$ cat src/rtl/alu8_pkg.sv
package alu8_pkg;

    localparam int OP_W = 4;

    typedef enum logic [OP_W-1:0] {
        OP_OR    = 4'd0,
        OP_XOR   = 4'd1,
        OP_AND   = 4'd2,
        OP_ANDN  = 4'd3,
        OP_ADD   = 4'd4,
        OP_SUB   = 4'd5,
        OP_PASS  = 4'd6,
        OP_IN    = 4'd7,
        OP_CLEAR = 4'd8
    } alu_op_e;

    // Control lines produced by the decoder
    typedef struct packed {
        logic inv_b;     // complement second operand (also adder carry-in)
        logic fwd_b;     // forward second operand through logic unit
        logic and_on;    // AND term enable
        logic xor_sel;   // OR/XOR term chooses XOR
        logic orx_on;    // OR/XOR term enable
        logic logic_on;  // logic unit drives the bus
        logic sum_on;    // adder drives the bus
        logic port_on;   // input port drives the bus
    } alu_ctl_t;

    localparam alu_ctl_t CTL_NONE = '0;

endpackage

$ cat src/rtl/alu8_decode.sv
module alu8_decode
    import alu8_pkg::*;
(
    input  logic [OP_W-1:0] op_code,
    output alu_ctl_t        ctl
);

    always_comb begin
        ctl = CTL_NONE;
        unique case (op_code)
            OP_OR:   begin ctl.orx_on = 1'b1; ctl.logic_on = 1'b1; end
            OP_XOR:  begin ctl.orx_on = 1'b1; ctl.xor_sel = 1'b1; ctl.logic_on = 1'b1; end
            OP_AND:  begin ctl.and_on = 1'b1; ctl.logic_on = 1'b1; end
            OP_ANDN: begin ctl.and_on = 1'b1; ctl.inv_b = 1'b1; ctl.logic_on = 1'b1; end
            OP_ADD:  begin ctl.sum_on = 1'b1; end
            OP_SUB:  begin ctl.sum_on = 1'b1; ctl.inv_b = 1'b1; end
            OP_PASS: begin ctl.fwd_b = 1'b1; ctl.logic_on = 1'b1; end
            OP_IN:   begin ctl.port_on = 1'b1; end
            default: ctl = CTL_NONE;   // CLEAR and unused codes
        endcase
    end

    // At most one source may drive the bus
    always_comb begin
        p_one_source_r6: assert ($onehot0({ctl.logic_on, ctl.sum_on, ctl.port_on}))
            else $error("decoder enabled more than one source");
    end

endmodule

$ cat src/rtl/alu8_logic.sv
module alu8_logic
    import alu8_pkg::*;
#(
    parameter int W = 8
) (
    input  logic [W-1:0] a,
    input  logic [W-1:0] b_mod,   // second operand after optional inversion
    input  alu_ctl_t     ctl,
    output logic [W-1:0] y
);

    logic [W-1:0] orx_term;
    logic [W-1:0] and_term;
    logic [W-1:0] fwd_term;

    always_comb begin
        orx_term = ctl.xor_sel ? (a ^ b_mod) : (a | b_mod);
        orx_term = orx_term & {W{ctl.orx_on}};
        and_term = (a & b_mod) & {W{ctl.and_on}};
        fwd_term = b_mod & {W{ctl.fwd_b}};
        y        = orx_term | and_term | fwd_term;
    end

endmodule

$ cat src/rtl/alu8_adder.sv
module alu8_adder #(
    parameter int W = 8
) (
    input  logic [W-1:0] a,
    input  logic [W-1:0] b_mod,
    input  logic         cin,
    output logic [W-1:0] sum,
    output logic         cout
);

    localparam int NC = W + 1;

    logic [NC-1:0] c;
    logic [W-1:0]  gen;
    logic [W-1:0]  prop;

    assign c[0] = cin;

    for (genvar i = 0; i < W; i++) begin : g_bit
        assign gen[i]  = a[i] & b_mod[i];
        assign prop[i] = a[i] ^ b_mod[i];
        assign c[i+1]  = gen[i] | (prop[i] & c[i]);
        assign sum[i]  = prop[i] ^ c[i];
    end

    assign cout = c[W];

endmodule

$ cat src/rtl/alu8_merge.sv
module alu8_merge #(
    parameter int W = 8
) (
    input  logic [W-1:0] logic_y,
    input  logic [W-1:0] sum_y,
    input  logic [W-1:0] port_y,
    input  logic         sum_c,
    input  logic         logic_on,
    input  logic         sum_on,
    input  logic         port_on,
    output logic [W-1:0] bus,
    output logic         carry,
    output logic         zero
);

    always_comb begin
        bus   = (logic_y & {W{logic_on}})
              | (sum_y   & {W{sum_on}})
              | (port_y  & {W{port_on}});
        carry = sum_c & sum_on;
        zero  = ~|bus;
    end

endmodule

$ cat src/rtl/alu8_result_stage.sv
module alu8_result_stage
    import alu8_pkg::*;
#(
    parameter int W = 8
) (
    input  logic            clk,
    input  logic            rst_n,
    input  logic [OP_W-1:0] op_code,
    input  logic [W-1:0]    src_a,
    input  logic [W-1:0]    src_b,
    input  logic [W-1:0]    in_port,
    output logic [W-1:0]    result,
    output logic            carry_out,
    output logic            zero_flag
);

    alu_ctl_t     ctl;
    logic [W-1:0] b_mod;
    logic [W-1:0] logic_y;
    logic [W-1:0] sum_y;
    logic         sum_c;
    logic [W-1:0] bus_d;
    logic         carry_d;
    logic         zero_d;

    alu8_decode u_decode (
        .op_code (op_code),
        .ctl     (ctl)
    );

    // Shared inversion serves SUB and ANDN
    assign b_mod = src_b ^ {W{ctl.inv_b}};

    alu8_logic #(.W(W)) u_logic (
        .a     (src_a),
        .b_mod (b_mod),
        .ctl   (ctl),
        .y     (logic_y)
    );

    alu8_adder #(.W(W)) u_adder (
        .a     (src_a),
        .b_mod (b_mod),
        .cin   (ctl.inv_b),
        .sum   (sum_y),
        .cout  (sum_c)
    );

    alu8_merge #(.W(W)) u_merge (
        .logic_y  (logic_y),
        .sum_y    (sum_y),
        .port_y   (in_port),
        .sum_c    (sum_c),
        .logic_on (ctl.logic_on),
        .sum_on   (ctl.sum_on),
        .port_on  (ctl.port_on),
        .bus      (bus_d),
        .carry    (carry_d),
        .zero     (zero_d)
    );

    always_ff @(posedge clk or negedge rst_n) begin
        if (!rst_n) begin
            result    <= '0;
            carry_out <= 1'b0;
            zero_flag <= 1'b1;
        end else begin
            result    <= bus_d;
            carry_out <= carry_d;
            zero_flag <= zero_d;
        end
    end

    p_zero_flag_r8: assert property (@(posedge clk) disable iff (!rst_n)
        zero_flag == (result == '0))
        else $error("zero flag disagrees with result");

    p_clear_r7: assert property (@(posedge clk) disable iff (!rst_n)
        (op_code >= OP_CLEAR) |=> (result == '0 && !carry_out))
        else $error("clear or unused code produced nonzero output");

    p_pass_r5: assert property (@(posedge clk) disable iff (!rst_n)
        (op_code == OP_PASS) |=> (result == $past(src_b)))
        else $error("pass did not forward second operand");

    p_in_port_r6: assert property (@(posedge clk) disable iff (!rst_n)
        (op_code == OP_IN) |=> (result == $past(in_port)))
        else $error("input port not selected");

    p_no_carry_r9: assert property (@(posedge clk) disable iff (!rst_n)
        (op_code != OP_ADD && op_code != OP_SUB) |=> !carry_out)
        else $error("carry set for non-arithmetic code");

    p_andn_r2: assert property (@(posedge clk) disable iff (!rst_n)
        (op_code == OP_ANDN) |=> (result == ($past(src_a) & ~$past(src_b))))
        else $error("and-not result wrong");

endmodule

$ cat config.mk
export PLATFORM = sky130hd
export DESIGN_NAME = alu8_result_stage
export DESIGN_NICKNAME = d
export VERILOG_FILES = /design/src/rtl/alu8_pkg.sv /design/src/rtl/alu8_decode.sv /design/src/rtl/alu8_logic.sv /design/src/rtl/alu8_adder.sv /design/src/rtl/alu8_merge.sv /design/src/rtl/alu8_result_stage.sv
export SDC_FILE = /design/constraint.sdc
export NUM_CORES = 1
export LEC_CHECK = 0
export BUFFER_PORTS_ARGS = -buffer_cell sky130_fd_sc_hd__buf_4
export CORE_MARGIN = 3
export CORE_UTILIZATION = 52
export DETAILED_ROUTE_END_ITERATION = 16
export PLACE_DENSITY = 0.78
export SYNTH_ARGS = -nofsm -noshare
export SYNTH_HDL_FRONTEND = slang
export SYNTH_HIERARCHICAL = 1
export SYNTH_SLANG_ARGS = --single-unit
$ cat constraint.sdc
create_clock -name clk -period 1 [get_ports clk]
set_clock_uncertainty 0.2 [all_clocks]
set_input_delay 0.15 -clock clk [delete_from_list [all_inputs] [get_ports clk]]
set_output_delay 0.15 -clock clk [all_outputs]
set_load 0.01 [all_outputs]
Word level (Yosys, flattened, before mapping)
Index checks and enable logic that the tools add are counted.
W data, S select, Z words.
{"block": "totals", "ff_bits": 10, "input_bits": 30, "out_inout_bits": 10}
{"block": "op_classes", "n_eq_ne": 7, "n_mux": 9, "bitwise_logic": 55, "n_reduce_logical": 8}
{"op": "$and A8 B8 Y8", "n": 7}
{"op": "$or A8 B8 Y8", "n": 5}
{"op": "$and A1 B1 Y1", "n": 17}
{"op": "$eq A4 B3 Y1 const B", "n": 4}
{"op": "$xor A1 B1 Y1", "n": 16}
{"op": "$xor A8 B8 Y8", "n": 2}
{"op": "$eq A4 B2 Y1 const B", "n": 2}
{"op": "$mux W1", "n": 8}
{"op": "$mux W8", "n": 1}
{"op": "$or A1 B1 Y1", "n": 8}
{"op": "$reduce_or A2 Y1", "n": 4}
{"op": "$reduce_or A8 Y1", "n": 1}
{"op": "$reduce_or A5 Y1", "n": 1}
{"op": "$eq A4 B1 Y1 const B", "n": 1}
{"op": "$logic_not A4 Y1", "n": 1}
{"op": "$logic_not A1 Y1", "n": 1}

Depth between registers and ports, before layout
Gate-level depths: netlist of the first run.
{"block": "logic_depth", "word_depth": 25, "mapped_depth": 20, "ltp_nobuf": 18}

Cells and area by module
The synthesis of the first run kept the hierarchy.
{"mod": "alu8_logic", "instances": 1, "cells_each": 68, "area_per_inst_um2": 625.6, "seq_area_each_um2": 0.0}
{"mod": "alu8_result_stage", "instances": 1, "cells_each": 19, "area_per_inst_um2": 332.8, "seq_area_each_um2": 251.5}
{"mod": "alu8_adder", "instances": 1, "cells_each": 18, "area_per_inst_um2": 197.7, "seq_area_each_um2": 0.0}
{"mod": "alu8_merge", "instances": 1, "cells_each": 22, "area_per_inst_um2": 148.9, "seq_area_each_um2": 0.0}
{"mod": "alu8_decode", "instances": 1, "cells_each": 14, "area_per_inst_um2": 73.8, "seq_area_each_um2": 0.0}

Worst setup path after synthesis of the first run
No wires, ideal clock.
{"block": "synth_timing", "kind": "in2reg", "startpoint": "input port op_code[2]", "endpoint": "register zero_flag", "setup_time_ps": 68, "arrival_time_ps": 4097, "path_slack_ps": -3365, "stages": 20, "path_buffers": 2, "cell_sequence": "clkbuf_2 xnor2_1 nor2_1 buf_6 xor2_1 inv_1 fa_1 inv_1 fa_1 fa_1 fa_1 fa_1 fa_1 fa_1 inv_1 fa_1 inv_1 a222oi_1 nand4_1 nor2_1"}
{"item": "from (decl)", "line": "alu8_result_stage.sv:8", "rtl": "input logic [OP_W-1:0] op_code,"}
{"item": "to (signal assigned)", "line": "alu8_result_stage.sv:70", "rtl": "zero_flag <= zero_d;"}
{"item": "to (decl)", "line": "alu8_result_stage.sv:14", "rtl": "output logic zero_flag"}

==> results of run 1 <==
-- metrics by stage --
step	cells	setup slack, ns	hold WS, ns
global route	244	-3.14	-0.0537
detailed placement	233	-3.28	-0.220
floorplan	141	-3.14	-0.346
CTS	242	-2.89	-0.0670
finish	244	-2.99	-0.0537
global placement	233	-3.16	-0.225
-- Yosys cell counts --
cell      instances  share of area, %
nor2_1            5               1.4
a222oi_1          8               5.8
buf_6             3               2.4
clkbuf_2          1              0.36
dfrtp_1           9                16
nand4_1           2              0.91
nor3b_1           1              0.54
inv_1            35               9.5
clkbuf_1          3              0.82
nand2_1           1              0.27
nor2b_4           8               8.0
nor3_1            2              0.73
and2_2            1              0.54
a22oi_1           8               4.4
and2b_4           6               4.4
dfstp_2           1               1.9
xor2_1            8               5.1
xnor2_1           1              0.64
o31ai_2           8               7.3
ha_1             16                15
fa_1              8                12
nor2b_1           2              0.91
a21oi_1           1              0.36
nand2b_1          3               1.4
-- timing repair --
item	4_1_cts	5_1_grt
hold endpoints to repair	13	2
endpoints found under the setup margin	20	20
pin swaps	8	4
resized for setup	29	3
setup buffers	4	2
-- placed cells by master, fill, tap and decap left out, drive strengths merged, types with 2 or more instances in the layout --
cell / Yosys / routed
a222oi: 8 / 8
a22oi: 8 / 8
and2b: 6 / 6
buf: 3 / 75
clkbuf: 4 / 4
dfrtp: 9 / 9
fa: 8 / 8
ha: 16 / 16
inv: 35 / 35
nand2b: 3 / 3
nand4: 2 / 2
nor2: 5 / 5
nor2b: 10 / 10
nor3: 2 / 2
o31ai: 8 / 8
xor2: 8 / 8
-- state kept, by name (all words and copies together), names as in the netlist --
signal	count
result	8
zero_flag	1
carry_out	1
-- area by class of cell --
type | count | share of cell area [%]
Timing Repair Buffer | 76 | 29.8
Sequential cell | 10 | 11.8
Multi-Input combinational cell | 89 | 48.8
Clock buffer | 4 | 1.70
Inverter | 35 | 6.15
Tap cell | 30 | 1.76
-- critical path: cells and delay by family --
family | cells | cell delay [ns]
buffers and inverters | 5 | 0.31
and+or+nand+nor | 3 | 0.37
xor gates and xnor gates | 2 | 0.36
AOI/OAI and AO/OA | 1 | 0.33
adders and majority gates | 8 | 2.45
-- metal layers --
layer	vias up	GRT usage [%]	part of all wire (%)
li1	611	-	-
met1	626	30.9	41
met2	44	42.4	52
met3	9	2.26	4.5
met4	0	8.94	2.1
met5	-	0	0
-- power groups by stage --
stage	Combinational [mW]	Clock (mW)	Sequential, mW
final	1.01	0.351	0.475
after global routing	1.10	0.377	0.479
after CTS	0.980	0.357	0.475
after detailed placement	0.875	0	0.474
after global placement	0.814	0	0.472
after floorplan	0.457	0	0.497
-- cell families (layout without fill, tap and decap cells) --
group | count (synthesis) | in the layout | synth area share, %
flip-flops | 10 | 10 | 18.2
buffers and inverters | 42 | 115 | 13.2
XOR/XNOR | 9 | 9 | 5.72
AND/OR/NAND/NOR | 31 | 31 | 19.0
AO/OA/AOI/OAI | 25 | 25 | 17.8
adder cells (fa/ha/maj) | 24 | 24 | 26.1
-- worst max-delay path by stage --
stage	start	end	cells past startpoint
6_report	op_code[2]	zero_flag	19
5_1_grt	op_code[2]	zero_flag	19
4_1_cts	op_code[2]	zero_flag	19
3_5_place_dp	op_code[1]	zero_flag	19
3_3_place_gp	op_code[1]	zero_flag	17
2_1_floorplan	op_code[2]	zero_flag	20
==> impl_metrics.yaml, run 1 <==
outcome:
  status: "finished, violations left"
  failed_checks: "hold timing, setup timing"
finish:
  fillerInstances: 132
  nNetsFinal: 269
  final_util_pct: 85.4
  area.growth.synth_to_final_pct: 54.8
  stdcell_area_um2: 2130
  layout-drive-gt1-share_pct: 57.5
  regArea_um2: 251
  multi_input_area_um2: 1040
  antenna_cells: 0
synth:
  ys_ff_latch: 10
  synth_cell_types: 24
  yosys_warnings: 6
  syn-instance-count: 141
  syn_avg_cell_area_um2: 9.78
  synth_area_um2: 1380
  yosysSeqAreaShare_pct: 18.2
  synth_nets: 195
worst_hold_path:
  hold_path_depth: 3
  min_to: "result[5]"
  hold_path_class: "input port to flip-flop"
  hold_path.startpoint: "in_port[5]"
detailed_routing:
  avgViaCountPerCell: 5.29
  route.antenna.remaining_nets: 0
  post-route-drc-count: 0
  drt_iter0_markers: 55
  wl_per_cell_um: 15.6
  wirelength_um: 3810
  dr_total_vias: 1290
  drt_first_pass_iters: 5
critical_path:
  crit_required_ns: 0.99
  cp.arrival_ns: 3.97
  crit_path_top_delay_cell: "fa_2"
  cp_max_fo: 2
  critPathLaunchType: "input port"
  path_cells: "buf_8, xnor2_4, nor2_4, xor2_2, inv_2, fa_2, inv_2, fa_2, fa_2, fa_2, fa_2, fa_2, fa_2, inv_2, fa_1, inv_1, a222oi_1, nand4_1, nor2_1"
  end_kind: "flip-flop"
  cp_common_cell: "fa_2"
  crit_type: "input port to flip-flop"
  cp_slowest_stage_delay_ns: 0.38
placed_design:
  hpwlAfterDp_um: 2980
  port-buffer-count: 39
  placed_cell_area_um2: 1910
  gp_congestion: 0.838
timing:
  timing.fmax_mhz: 251
  finalSetupTns_ns: -22.14
  rsz0062_at_grt: "true"
  maxSlewHeadroom_pct: 55.9
  fin_ws_ns: -2.99
  hold_viol: 3
  slew_violations: 0
  post-route-min-period_ns: 3.99
  setup_viol_count_final: 20
  worstMarginPinSlew_ns: 0.661
  fin_crit_sh_pct: 399
  holdWs_ns: -0.0537
power_and_ir_drop:
  p_sw_uw: 612
  finalPower_mw: 1.84
  pwr-share-comb_pct: 55.1
  power_density_nw_per_um2: 862
  p_clk_share_pct: 19.1
  irDropWorstVdd_mv: 0.944
  p_sw_share_pct: 33.2
  p_int_mw: 1.23
  seqPwrFrac_pct: 25.8
  leakagePower_nw: 1.13
floorplan:
  die_y_um: 57.5
  rows: 18
  fp.dieArea_um2: 3310
  io_pins: 40
  die_w_um: 57.5
  core-area_um2: 2500
  initial_utilization_pct: 55.2
run:
  drv_cap: 0
grt:
  grt_pass1_vias: 1384
  grt_pass1_wl_um: 6240
  grt_overflow: 0
  antenna_found_initial: 0
  grt_max_degree: 17
  grt_usage_pct: 24.3
clock_network:
  clock_sinks: 10
  postCtsHoldBufs: 1
  clkTransAtPathRegs_ns: 0.06
  cts_root_buf: "clkbuf_4"
  cts_buffers: 3
  cts_tree: "yes"
  clk_path_buf_depth: 2
  htreeDepth: 1
Note: power is estimated with default switching activity, not from simulation.
==> inputs of run 2 (changes only) <==
==> constraint.sdc (replaced) <==
create_clock -name clk -period 4 [get_ports clk]
set_clock_uncertainty 0.2 [all_clocks]
set_input_delay 0.6 -clock clk [delete_from_list [all_inputs] [get_ports clk]]
set_output_delay 0.6 -clock clk [all_outputs]
set_load 0.01 [all_outputs]
==> run 2 against run 1 <==
The run ends with setup timing left. Global-route usage decreased by 3.6 points. Wire length decreased by 14%. Worst hold slack improved by 0.46 ns. Sequential share of layout area increased by 1.3 points. Sequential power decreased by 75%. Critical endpoint unchanged.
==> impl_metrics.yaml, run 2 (same netlist as run 1, synthesis figures left out) <==
critical_path:
  crit_required_ns: 3.99
  critPathLaunchType: "input port"
  cp.arrival_ns: 4.37
  crit_type: "input port to flip-flop"
  cp_max_fo: 2
  end_kind: "flip-flop"
finish:
  antenna_cells: 0
  final_util_pct: 76.6
  nNetsFinal: 252
  final_common_cell: "buf_4"
  area.growth.synth_to_final_pct: 38.9
  largest_reg_flops: 8
  reg.largest.list: "result (8), carry_out (1), zero_flag (1)"
  regMostFlops: "result"
  fin_cells: 227
  multi_input_area_um2: 1000
  layout-drive-gt1-share_pct: 51.3
  fillerInstances: 171
  stdcell_area_um2: 1920
  regArea_um2: 251
  final_cell_mix: "54 x buf_4, 30 x inv_1, 16 x ha_1, 9 x dfrtp_1"
timing:
  finalSetupTns_ns: -0.920
  maxSlewHeadroom_pct: 55.4
  hold_viol: 0
  worstMarginPinSlew_ns: 0.667
  post-route-min-period_ns: 4.38
  rsz0062_at_grt: "true"
  setup_viol_count_final: 4
  fin_ws_ns: -0.381
  slew_violations: 0
  timing.fmax_mhz: 228
  fin_crit_sh_pct: 110
  holdWs_ns: 0.404
floorplan:
  die_y_um: 57.5
  die_w_um: 57.5
  fp.dieArea_um2: 3310
  initial_utilization_pct: 55.2
  io_pins: 40
  core-area_um2: 2500
  rows: 18
power_and_ir_drop:
  leakagePower_nw: 1.03
  irDropWorstVdd_mv: 0.197
  p_sw_uw: 137
  p_int_uw: 266
  p_sw_share_pct: 34.1
  pwr-share-comb_pct: 54.1
  seqPwrFrac_pct: 28.9
  power_density_nw_per_um2: 210
  finalPower_uw: 403
  p_clk_share_pct: 17.0
placed_design:
  gp_congestion: 0.804
  port-buffer-count: 39
  hpwlAfterDp_um: 2590
  place_worst_setup_slack_ns: -0.693
  placed_cell_area_um2: 1800
  placed_cells: 218
worst_hold_path:
  hold_path_class: "input port to flip-flop"
grt:
  grt_usage_pct: 20.7
  grt_max_degree: 17
  grt_overflow: 0
  antenna_found_initial: 0
  grt_pass1_wl_um: 5390
  grt_pass1_vias: 1261
outcome:
  failed_checks: "setup timing"
  status: "finished, violations left"
clock_network:
  clock_sinks: 10
  cts_root_buf: "clkbuf_4"
  cts_buffers: 3
  htreeDepth: 1
  clk_path_buf_depth: 2
  clkTransAtPathRegs_ns: 0.06
  cts_tree: "yes"
detailed_routing:
  dr_total_vias: 1169
  route.antenna.remaining_nets: 0
  post-route-drc-count: 0
  avgViaCountPerCell: 5.15
  wirelength_um: 3280
  drt_first_pass_iters: 4
  drt_iter0_markers: 61
  wl_per_cell_um: 14.4
run:
  drv_cap: 0
-- run 2: final timing paths --
path                       startpoint   endpoint  slack (ns)  depth (start not counted)
min in group asynchronous       rst_n  carry_out        0.50                          2
max in group asynchronous       rst_n  zero_flag        2.88                          2
max                        op_code[1]  zero_flag       -0.38                         19
min                        in_port[1]  result[1]        0.40                          3
-- run 2: layer usage --
layer / global-route usage (%) / share of wire, %
met3: 1.58 / 4.2
met1: 25.4 / 41
met2: 38.4 / 54
met4: 5.63 / 0
met5: 0 / 0
-- run 2: worst max-delay path, stage by stage --
cell,delay [ns]
buf_8,0.11
xnor2_4,0.19
nor2_4,0.08
xor2_2,0.18
inv_2,0.07
fa_2,0.20
inv_2,0.04
fa_2,0.33
fa_2,0.34
fa_2,0.35
fa_2,0.36
fa_2,0.36
fa_2,0.34
inv_2,0.06
fa_1,0.14
inv_1,0.04
a222oi_1,0.34
nand4_1,0.13
nor2_1,0.12
-- run 2: power groups by stage --
stage	Clock (mW)	Combinational (mW)	Sequential (mW)
6_report	0.0683	0.218	0.117
5_1_grt	0.0751	0.242	0.118
4_1_cts	0.0719	0.213	0.117
3_5_place_dp	0	0.203	0.118
3_3_place_gp	0	0.191	0.118
2_1_floorplan	0	0.113	0.124
-- run 2: layout make-up --
cell class              count  area share, %
multi-input cells          89           52.4
repair buffers             59           24.2
flip-flops and latches     10           13.1
inverters                  35           6.86
well taps                  30           1.96
clock buffers               4           1.37
-- run 2: what timing repair did --
action                                  in CTS  in global routing
resized for setup                           10                  5
setup buffers                                3                  1
endpoints found under the hold margin        9                  0
endpoints found under the setup margin       4                  5
hold buffers                                 1                  0
pin swaps                                    2                  2
